**config.mk**
```make
export PLATFORM = sky130hd
export DESIGN_NAME = addr_window_decoder
export DESIGN_NICKNAME = d
export VERILOG_FILES = /design/src/rtl/awd_pkg.sv /design/src/rtl/awd_regfile.sv /design/src/rtl/awd_win_match.sv /design/src/rtl/awd_prio.sv /design/src/rtl/addr_window_decoder.sv
export SDC_FILE = /design/constraint.sdc
export NUM_CORES = 1
export LEC_CHECK = 0
export CAP_MARGIN = 5
export CORE_MARGIN = 1
export CORE_UTILIZATION = 30
export CTS_BUF_LIST = sky130_fd_sc_hd__clkbuf_2
export CTS_CLUSTER_SIZE = 10
export DETAILED_ROUTE_END_ITERATION = 16
export DONT_BUFFER_PORTS = 1
export MAX_ROUTING_LAYER = met4
export SKIP_CTS_REPAIR_TIMING = 1
export SYNTH_ARGS = -nofsm -noshare
export SYNTH_HDL_FRONTEND = slang
export SYNTH_SLANG_ARGS = --single-unit
```
**constraint.sdc**
```tcl
create_clock -name clk -period 10.9 [get_ports clk]
set_input_delay 1.635 -clock clk [delete_from_list [all_inputs] [get_ports clk]]
set_output_delay 1.635 -clock clk [all_outputs]
set_load 0.02 [all_outputs]
```
**src/rtl/awd_pkg.sv**
```systemverilog
package awd_pkg;
   // configuration register select codes
   typedef enum logic [1:0] {
      SEL_CTRL  = 2'd0,
      SEL_BASE  = 2'd1,
      SEL_XLO   = 2'd2,
      SEL_XHI   = 2'd3
   } cfg_sel_e;

   // control word field positions
   localparam int EN_BIT   = 0;
   localparam int TGT_LSB  = 4;
   localparam int ATTR_LSB = 8;
endpackage

```
**src/rtl/awd_regfile.sv**
```systemverilog
module awd_regfile
   import awd_pkg::*;
#(
   parameter int NUM_WIN   = 8,
   parameter int NUM_XLAT  = 4,
   parameter int DW        = 32,
   localparam int IW       = $clog2(NUM_WIN)
) (
   input  logic                       clk,
   input  logic                       rst_n,
   input  logic                       we,
   input  logic [IW-1:0]              win,
   input  logic [1:0]                 sel,
   input  logic [DW-1:0]              wdata,
   output logic [NUM_WIN-1:0][DW-1:0] ctrl,
   output logic [NUM_WIN-1:0][DW-1:0] base,
   output logic [NUM_WIN-1:0][DW-1:0] xlo,
   output logic [NUM_WIN-1:0][DW-1:0] xhi
);
   for (genvar w = 0; w < NUM_WIN; w++) begin : g_win
      logic hit_w;
      assign hit_w = we && (win == IW'(w));

      always_ff @(posedge clk or negedge rst_n) begin
         if (!rst_n) begin
            ctrl[w] <= '0;
            base[w] <= '0;
         end else if (hit_w) begin
            if (sel == SEL_CTRL) ctrl[w] <= wdata;
            if (sel == SEL_BASE) base[w] <= wdata;
         end
      end

      if (w < NUM_XLAT) begin : g_xlat
         always_ff @(posedge clk or negedge rst_n) begin
            if (!rst_n) begin
               xlo[w] <= '0;
               xhi[w] <= '0;
            end else if (hit_w) begin
               if (sel == SEL_XLO) xlo[w] <= wdata;
               if (sel == SEL_XHI) xhi[w] <= wdata;
            end
         end
      end else begin : g_noxlat
         assign xlo[w] = '0;
         assign xhi[w] = '0;
      end
   end
endmodule

```
**src/rtl/awd_win_match.sv**
```systemverilog
module awd_win_match
   import awd_pkg::*;
#(
   parameter int DW       = 32,
   parameter int GRAN_W   = 16,
   parameter bit HAS_XLAT = 1'b1,
   localparam int SW      = DW - GRAN_W
) (
   input  logic [DW-1:0] ctrl,
   input  logic [DW-1:0] base,
   input  logic [DW-1:0] xlo,
   input  logic [DW-1:0] xhi,
   input  logic [DW-1:0] addr,
   output logic          hit,
   output logic [DW-1:0] out_lo,
   output logic [DW-1:0] out_hi
);
   logic [SW-1:0] raw_sz;
   logic [SW-1:0] mask;

   assign raw_sz = ctrl[DW-1 -: SW];

   // keep only the unbroken run of ones from bit 0
   always_comb begin
      mask[0] = raw_sz[0];
      for (int k = 1; k < SW; k++) mask[k] = mask[k-1] & raw_sz[k];
   end

   assign hit = ctrl[EN_BIT] &&
                (((addr[DW-1:GRAN_W] ^ base[DW-1:GRAN_W]) & ~mask) == '0);

   if (HAS_XLAT) begin : g_xlat
      assign out_lo = {(xlo[DW-1:GRAN_W] & ~mask) | (addr[DW-1:GRAN_W] & mask),
                       addr[GRAN_W-1:0]};
      assign out_hi = xhi;
   end else begin : g_pass
      assign out_lo = addr;
      assign out_hi = '0;
   end
endmodule

```
**src/rtl/awd_prio.sv**
```systemverilog
module awd_prio
   import awd_pkg::*;
#(
   parameter int NUM_WIN = 8,
   parameter int DW      = 32,
   parameter int TGT_W   = 4,
   parameter int ATTR_W  = 8,
   localparam int IW     = $clog2(NUM_WIN)
) (
   input  logic [NUM_WIN-1:0]         hit_vec,
   input  logic [NUM_WIN-1:0][DW-1:0] ctrl,
   input  logic [NUM_WIN-1:0][DW-1:0] lo_vec,
   input  logic [NUM_WIN-1:0][DW-1:0] hi_vec,
   input  logic [DW-1:0]              addr,
   output logic                       miss,
   output logic [IW-1:0]              idx,
   output logic [TGT_W-1:0]           tgt,
   output logic [ATTR_W-1:0]          attr,
   output logic [DW-1:0]              out_lo,
   output logic [DW-1:0]              out_hi
);
   logic found;

   always_comb begin
      found = 1'b0;
      idx   = '0;
      for (int i = NUM_WIN - 1; i >= 0; i--) begin
         if (hit_vec[i]) begin
            found = 1'b1;
            idx   = IW'(i);
         end
      end
      miss = !found;
      if (found) begin
         tgt    = ctrl[idx][TGT_LSB +: TGT_W];
         attr   = ctrl[idx][ATTR_LSB +: ATTR_W];
         out_lo = lo_vec[idx];
         out_hi = hi_vec[idx];
      end else begin
         tgt    = '0;
         attr   = '0;
         out_lo = addr;
         out_hi = '0;
      end
   end
endmodule

```
**src/rtl/addr_window_decoder.sv**
```systemverilog
module addr_window_decoder
   import awd_pkg::*;
#(
   parameter int NUM_WIN  = 8,
   parameter int NUM_XLAT = 4,
   parameter int ADDR_W   = 32,
   parameter int GRAN_W   = 16,
   parameter int TGT_W    = 4,
   parameter int ATTR_W   = 8,
   parameter bit REG_OUT  = 1'b0,
   localparam int IW      = $clog2(NUM_WIN)
) (
   input  logic              clk,
   input  logic              rst_n,
   input  logic              cfg_we,
   input  logic [IW-1:0]     cfg_win,
   input  logic [1:0]        cfg_sel,
   input  logic [ADDR_W-1:0] cfg_wdata,
   input  logic [ADDR_W-1:0] cpu_addr,
   output logic              dec_miss,
   output logic [IW-1:0]     dec_win,
   output logic [TGT_W-1:0]  dec_tgt,
   output logic [ATTR_W-1:0] dec_attr,
   output logic [ADDR_W-1:0] dec_addr_lo,
   output logic [ADDR_W-1:0] dec_addr_hi
);
   if (NUM_XLAT > NUM_WIN) begin : g_bad_xlat
      $error("NUM_XLAT exceeds NUM_WIN");
   end
   if (GRAN_W >= ADDR_W) begin : g_bad_gran
      $error("GRAN_W must be below ADDR_W");
   end
   if (TGT_LSB + TGT_W > ATTR_LSB || ATTR_LSB + ATTR_W > GRAN_W) begin : g_bad_fields
      $error("control fields overlap the size mask");
   end

   logic [NUM_WIN-1:0][ADDR_W-1:0] ctrl, base, xlo, xhi, lo_vec, hi_vec;
   logic [NUM_WIN-1:0]             hit_vec;
   logic [NUM_WIN-1:0]             en_vec;

   logic              c_miss;
   logic [IW-1:0]     c_idx;
   logic [TGT_W-1:0]  c_tgt;
   logic [ATTR_W-1:0] c_attr;
   logic [ADDR_W-1:0] c_lo, c_hi;

   awd_regfile #(.NUM_WIN(NUM_WIN), .NUM_XLAT(NUM_XLAT), .DW(ADDR_W)) u_regs (
      .clk(clk), .rst_n(rst_n), .we(cfg_we), .win(cfg_win), .sel(cfg_sel),
      .wdata(cfg_wdata), .ctrl(ctrl), .base(base), .xlo(xlo), .xhi(xhi)
   );

   for (genvar w = 0; w < NUM_WIN; w++) begin : g_match
      assign en_vec[w] = ctrl[w][EN_BIT];
      awd_win_match #(.DW(ADDR_W), .GRAN_W(GRAN_W), .HAS_XLAT(w < NUM_XLAT)) u_win (
         .ctrl(ctrl[w]), .base(base[w]), .xlo(xlo[w]), .xhi(xhi[w]),
         .addr(cpu_addr), .hit(hit_vec[w]), .out_lo(lo_vec[w]), .out_hi(hi_vec[w])
      );
   end

   awd_prio #(.NUM_WIN(NUM_WIN), .DW(ADDR_W), .TGT_W(TGT_W), .ATTR_W(ATTR_W)) u_prio (
      .hit_vec(hit_vec), .ctrl(ctrl), .lo_vec(lo_vec), .hi_vec(hi_vec),
      .addr(cpu_addr), .miss(c_miss), .idx(c_idx), .tgt(c_tgt), .attr(c_attr),
      .out_lo(c_lo), .out_hi(c_hi)
   );

   if (REG_OUT) begin : g_reg
      always_ff @(posedge clk or negedge rst_n) begin
         if (!rst_n) begin
            dec_miss    <= 1'b1;
            dec_win     <= '0;
            dec_tgt     <= '0;
            dec_attr    <= '0;
            dec_addr_lo <= '0;
            dec_addr_hi <= '0;
         end else begin
            dec_miss    <= c_miss;
            dec_win     <= c_idx;
            dec_tgt     <= c_tgt;
            dec_attr    <= c_attr;
            dec_addr_lo <= c_lo;
            dec_addr_hi <= c_hi;
         end
      end
   end else begin : g_comb
      assign dec_miss    = c_miss;
      assign dec_win     = c_idx;
      assign dec_tgt     = c_tgt;
      assign dec_attr    = c_attr;
      assign dec_addr_lo = c_lo;
      assign dec_addr_hi = c_hi;
   end
endmodule

```
After elaboration in Yosys (flattened, before gate mapping) --
Index checks and enable logic that the tools add are counted.
Storage, ports and cells: bits of input ports 72, word-level logic and storage cells 268, bits in registers 768, output and inout port bits 80
Cells by class: muxes and demuxes 26, order comparisons 1, bitwise gates (word level) 156, reduce and logical (&&, ||, !) cells 51, eq/ne operators 10
Operators with widths (number):
- binary-select mux 32 bit (select 3 bit) | 3
- AND 16 bit | 16
- zero test 16 bit | 8
- two-way mux 32 bit | 4
- NOT 16 bit | 8
- XOR 16 bit | 8
- AND 1 bit | 120
- bitwise OR 16 bit | 4
- AND reduction 2 bit | 24
- two-way mux 3 bit | 8
- logical AND 1 bit | 16
- two-way mux 16 bit | 1
- == test 3 bit (second input constant) | 4
- two-way mux 1 bit | 8
- two-way mux 8 bit | 1
- == test 3 x 2 -> 1 bit (second input constant) | 2
- == test 2 bit (second input constant) | 2
- less-than comparator 3 x 4 -> 1 bit (second input constant) | 1
- two-way mux 4 bit | 1
- == test 3 x 1 -> 1 bit (second input constant) | 1
- zero test 3 bit | 1
- == test 2 x 1 -> 1 bit (second input constant) | 1
- zero test 2 bit | 1
- zero test 1 bit | 1

Logic depth before layout (Yosys ltp) --
depth after elaboration 30, gate-level depth with buffers 15, mapped depth without buffers 11

Modules after synthesis --
A second synthesis with hierarchy kept.
Second synthesis, totals: cell total of the unflattened synthesis 3870, area, all modules 43126.4 sq um
Modules (own cells, without submodules):
- awd_regfile | area each 30644.4 sq um, cells each 1973, seq. area each 19218.4 sq um, times used 1
- awd_prio | area each 5600.4 sq um, cells each 965, seq. area each 0.0 sq um, times used 1
- awd_win_match at g_match[0].u_win ... | area each 895.9 sq um, cells each 122, seq. area each 0.0 sq um, times used 4
- awd_win_match at g_match[4].u_win ... | area each 824.5 sq um, cells each 111, seq. area each 0.0 sq um, times used 4

Worst setup path before layout --
OpenSTA, ideal clock, no wires.
path kind in2out, from input cpu_addr[29], to output dec_addr_lo[22], buffers on the path 4, slack 4.756 ns, data arrival time 4.509 ns, cell stages on the path 14, data required time 9.265 ns, path through clkbuf_1 > buf_1 > xnor2_1 > o22ai_1 > nor3_1 > nand4b_1 > a2111oi_0 > o221ai_1 > a21bo_4 > buf_4 > buf_4 > a21oi_1 > a21oi_1 > o21ai_0
Between the ends: longest elaborated chain between the ends 15, elaborated cells between the ends (all ways) 51, those cells by class mux (19); bitwise (16); reduce/logical (16)
RTL lines:
- from (decl) | RTL line addr_window_decoder.sv:19 | input logic [ADDR_W-1:0] cpu_addr,
- XOR 16 bit | RTL line awd_win_match.sv:30 | (((addr[DW-1:GRAN_W] ^ base[DW-1:GRAN_W]) & ~mask) == '0);
- AND 16 bit | RTL line awd_win_match.sv:30
- zero test 16 bit | RTL line awd_win_match.sv:30
- logical AND 1 bit | RTL line awd_win_match.sv:29 | assign hit = ctrl[EN_BIT] &&
- two-way mux 3 bit (8 in series) | RTL line awd_prio.sv:28 | if (hit_vec[i]) begin
- binary-select mux 32 bit (select 3 bit) | RTL line awd_prio.sv:37 | out_lo = lo_vec[idx];
- two-way mux 32 bit (implied by the code) | RTL line awd_prio.sv:37
- two-way mux 32 bit * | RTL line awd_prio.sv:34 | if (found) begin
- to (decl) | RTL line addr_window_decoder.sv:24 | output logic [ADDR_W-1:0] dec_addr_lo,
Mark *: on every way between the ends. The rest lies on a longest branch, timed or not. The select of a mux whose other input is x is not followed.

Final worst setup path --
from register u_regs.ctrl[48] (netlist name), to output dec_addr_hi[29]
Between the ends: longest elaborated chain between the ends 24, elaborated cells between the ends (all ways) 26, those cells by class mux (7); bitwise (17); reduce/logical (2)
RTL lines:
- from (decl) | RTL line awd_regfile.sv:15 | output logic [NUM_WIN-1:0][DW-1:0] ctrl,
- from (signal, indexed assignment) | RTL line awd_regfile.sv:29 | if (sel == SEL_CTRL) ctrl[w] <= wdata;
- AND 1 bit (15 in series) | RTL line awd_win_match.sv:26 | for (int k = 1; k < SW; k++) mask[k] = mask[k-1] & raw_sz[k];
- NOT 16 bit * | RTL line awd_win_match.sv:30
- AND 16 bit * | RTL line awd_win_match.sv:30
- zero test 16 bit * | RTL line awd_win_match.sv:30
- logical AND 1 bit * | RTL line awd_win_match.sv:29
- two-way mux 3 bit (2 in series) | RTL line awd_prio.sv:28
- binary-select mux 32 bit (select 3 bit) | RTL line awd_prio.sv:38 | out_hi = hi_vec[idx];
- two-way mux 32 bit (implied by the code) | RTL line awd_prio.sv:38
- two-way mux 32 bit * | RTL line awd_prio.sv:34
- to (decl) | RTL line addr_window_decoder.sv:25 | output logic [ADDR_W-1:0] dec_addr_hi
Marked as above.

==> results.toml <==
[power_and_ir_drop]
p_leak_nw = 13.3
p_sw_mw = 1.47
clockPowerShare_pct = 29.2
ir_drop_v = 0.000102
p_per_area_nw_per_um2 = 169
p_seq_share_pct = 54.5
switching_share_pct = 29.5
intPower_mw = 3.51
combPwrFrac_pct = 16.3

[clock_network]
ctsLongestPathBuffers = 3
cts.sinks = 552
insertion_delay_ns = 1.32
path_clk_slew_ns = 0.09
root_buffer = "clkbuf_2"
htreeDepth = 4
cts_tree = "yes"
cts_made_buffers = 148

[die]
die_y_um = 303
rows = 110
io_pins = 152
dieArea_sq_um = 92000
initial_core_util_pct = 30.3
core_sq_um = 90000
die_w_um = 303

[placement]
dp_hpwl_mm = 52.4
portBuffers = 0
preCtsSetupSlack_ns = 3.19
gp_congestion = 0.910
dp.cells = 3230

[sta]
finalHoldViolations = 0
fin_crit_sh_pct = 77.9
tightest_slew_ns = 1.38
worst_hold_slack_ns = 0.0716
finalCriticalPeriod_ns = 8.49
slew_headroom_pct = 8.01
setup_viol = 0
worst_clock_skew_ns = 0
fin_setup_tns_ns = 0
max_freq_mhz = 118
slew_violations = 0
fin_ws_ns = 2.41
rsz0062_at_grt = "false"

[worst_setup_path]
cp-end-kind = "output pin"
crit_slowest_cell = "nor4b_2"
cp_top_family = "simple AND/OR/NAND/NOR gates"
worstPathRequired_ns = 9.27
path_common_cell = "buf_4"
critPathLaunchType = "flop"
crit_chain = "nand4_2 -> nor3b_2 -> and4_1 -> nor2_1 -> nor4b_2 -> nor2_2 -> a21bo_4 -> buf_4 -> buf_4 -> mux2i_1 -> o22ai_1"
cp_max_fo = 48
critPathKind = "reg2out"
slowest_delay_ns = 0.93
critPathBufInv = 2
crit_arrival_ns = 6.85

[final_layout]
postLayoutCoreUtil_pct = 32.7
layout-drive-gt1-share_pct = 37.1
instances_no_fill = 3487
nets = 2277
synthToLayoutAreaGrowth_pct = 8.11

[route]
drc_errors = 0
wire_per_inst_um = 22.5
ant_nets = 0
avgViaCountPerCell = 5.25
firstDrtPassIters = 5
drt_iter0_markers = 1383
routed_wl_mm = 78.6
vias = 18300

[job]
maxCapViolations = 0

[status]
outcome = "completed"

[global_routing]
grt_overflow_total = 0
antenna_found_initial = 3
grt_pass1_wl_mm = 118
grt_max_degree = 553
grt_pass1_vias = 18900
grtUsageTotal_pct = 17.5

[yosys]
ys.flop_type = "dfrtp_1"
yosys_warnings = 0
postSynthAreaPerCell_sq_um = 12.3
ys_seq_area_share_pct = 50.7
ys_seq_elements = 552
syn_nets = 2285
async_flop_share_pct = 100
ys_types = 75
synth_enable_flop_cells = 0
netlist_area_sq_um = 27200
syn_inst = 2213

[min_path]
hold_class = "in2async"
[layout by cell type, fill, tap and decap left out, drive strengths merged, types with 18 or more instances in the layout]
cell type and instances:
mux2 566, dfrtp 552, clkbuf 213, nand2 128, xnor2 100, mux2i 84
a21oi 76, o21ai 66, nand3 49, o22ai 44, nor2 37, nand4 32
xor2 28, clkinv 28, and3 26, buf 26, a21boi 22, and4 20
nor4 19, a21o 18
[Yosys cell counts (6+ instances only)]
master	count	share of area, %
a21oi_1	76	1.4
nand2_1	128	1.8
and4_1	20	0.64
clkbuf_1	109	1.5
nor2b_1	6	0.14
nor2_1	37	0.51
and2_1	11	0.25
nor4_1	17	0.39
nand2b_1	14	0.32
buf_6	6	0.25
o22ai_1	44	1.0
and3_1	26	0.60
inv_1	7	0.096
dfrtp_1	552	51
mux4_2	12	0.99
o21ai_1	11	0.20
xnor2_1	100	3.2
o21ai_0	55	1.0
buf_1	19	0.26
nor3_1	13	0.24
nand4_1	31	0.71
a21boi_0	22	0.61
mux2i_1	84	3.1
a31oi_1	12	0.28
nand3_1	48	0.88
buf_2	27	0.50
buf_4	21	0.58
a21o_1	18	0.50
mux2_2	566	23
xor2_1	28	0.90
[flip-flops by register name, summed over array words and instances, names as in the netlist]
name,flops
u_regs.base,128
u_regs.ctrl,232
u_regs.xhi,128
u_regs.xlo,64
[path summary, 6_finish.rpt]
path	start	to	slack [ns]	depth (start not counted)
worst min register to register	u_regs.ctrl[143]	u_regs.ctrl[143]	0.51	1
worst max register to register	u_regs.ctrl[121]	u_regs.ctrl[121]	9.95	1
min in group clk	cfg_wdata[6]	u_regs.xhi[6]	0.43	1
worst max-delay path	u_regs.ctrl[48]	dec_addr_hi[29]	2.41	11
max in group asynchronous	rst_n	u_regs.xhi[84]	9.65	1
worst min-delay path	rst_n	u_regs.xhi[35]	0.07	0
[power by group through the flow]
| stage | sequential [mW] | combinational [mW] | clock, mW |
|---|---|---|---|
| floorplan | 2.66 | 0.687 | 0 |
| global placement | 2.72 | 0.759 | 0 |
| detailed placement | 2.75 | 0.789 | 0 |
| CTS | 2.71 | 0.794 | 1.50 |
| global route | 2.77 | 0.879 | 1.61 |
| finish | 2.71 | 0.809 | 1.45 |
[metal layers]
layer / GRT usage (%) / vias to the layer above / wire (um) / share of wire [%]
met1: 21.8 / 9449 / 33200 / 42
li1: - / 8066 / - / -
met2: 26.6 / 654 / 36700 / 47
met3: 5.42 / 145 / 6810 / 8.7
met5: - / - / 0 / 0
met4: 6.36 / 0 / 1860 / 2.4
[kinds of logic after synthesis]
family | synth area share, %
xor+xnor | 4.11
compound gates | 6.89
simple gates | 7.58
buf+inv | 3.24
mux | 27.5
flops | 50.7
[per-stage QoR]
| stage | cell area [sq um] | total power, mW |
|---|---|---|
| after floorplan | 27200 | 3.35 |
| after global placement | 28100 | 3.48 |
| after detailed placement | 28100 | 3.54 |
| after CTS | 29400 | 5.00 |
| after global routing | 29400 | 5.26 |
| final | 29500 | 4.97 |
[final cells by class]
| class | count | area (sq um) |
|---|---|---|
| fill | 9125 | 60600 |
| clock inverter | 35 | 219 |
| antenna | 8 | 20.0 |
| multi-input combinational | 1469 | 12600 |
| timing repair buffer | 26 | 215 |
| sequential | 552 | 13800 |
| clock buffer | 213 | 1070 |
| tap | 1176 | 1470 |
| inverter | 8 | 32.5 |
No activity file was read; power rests on OpenSTA's default activity.
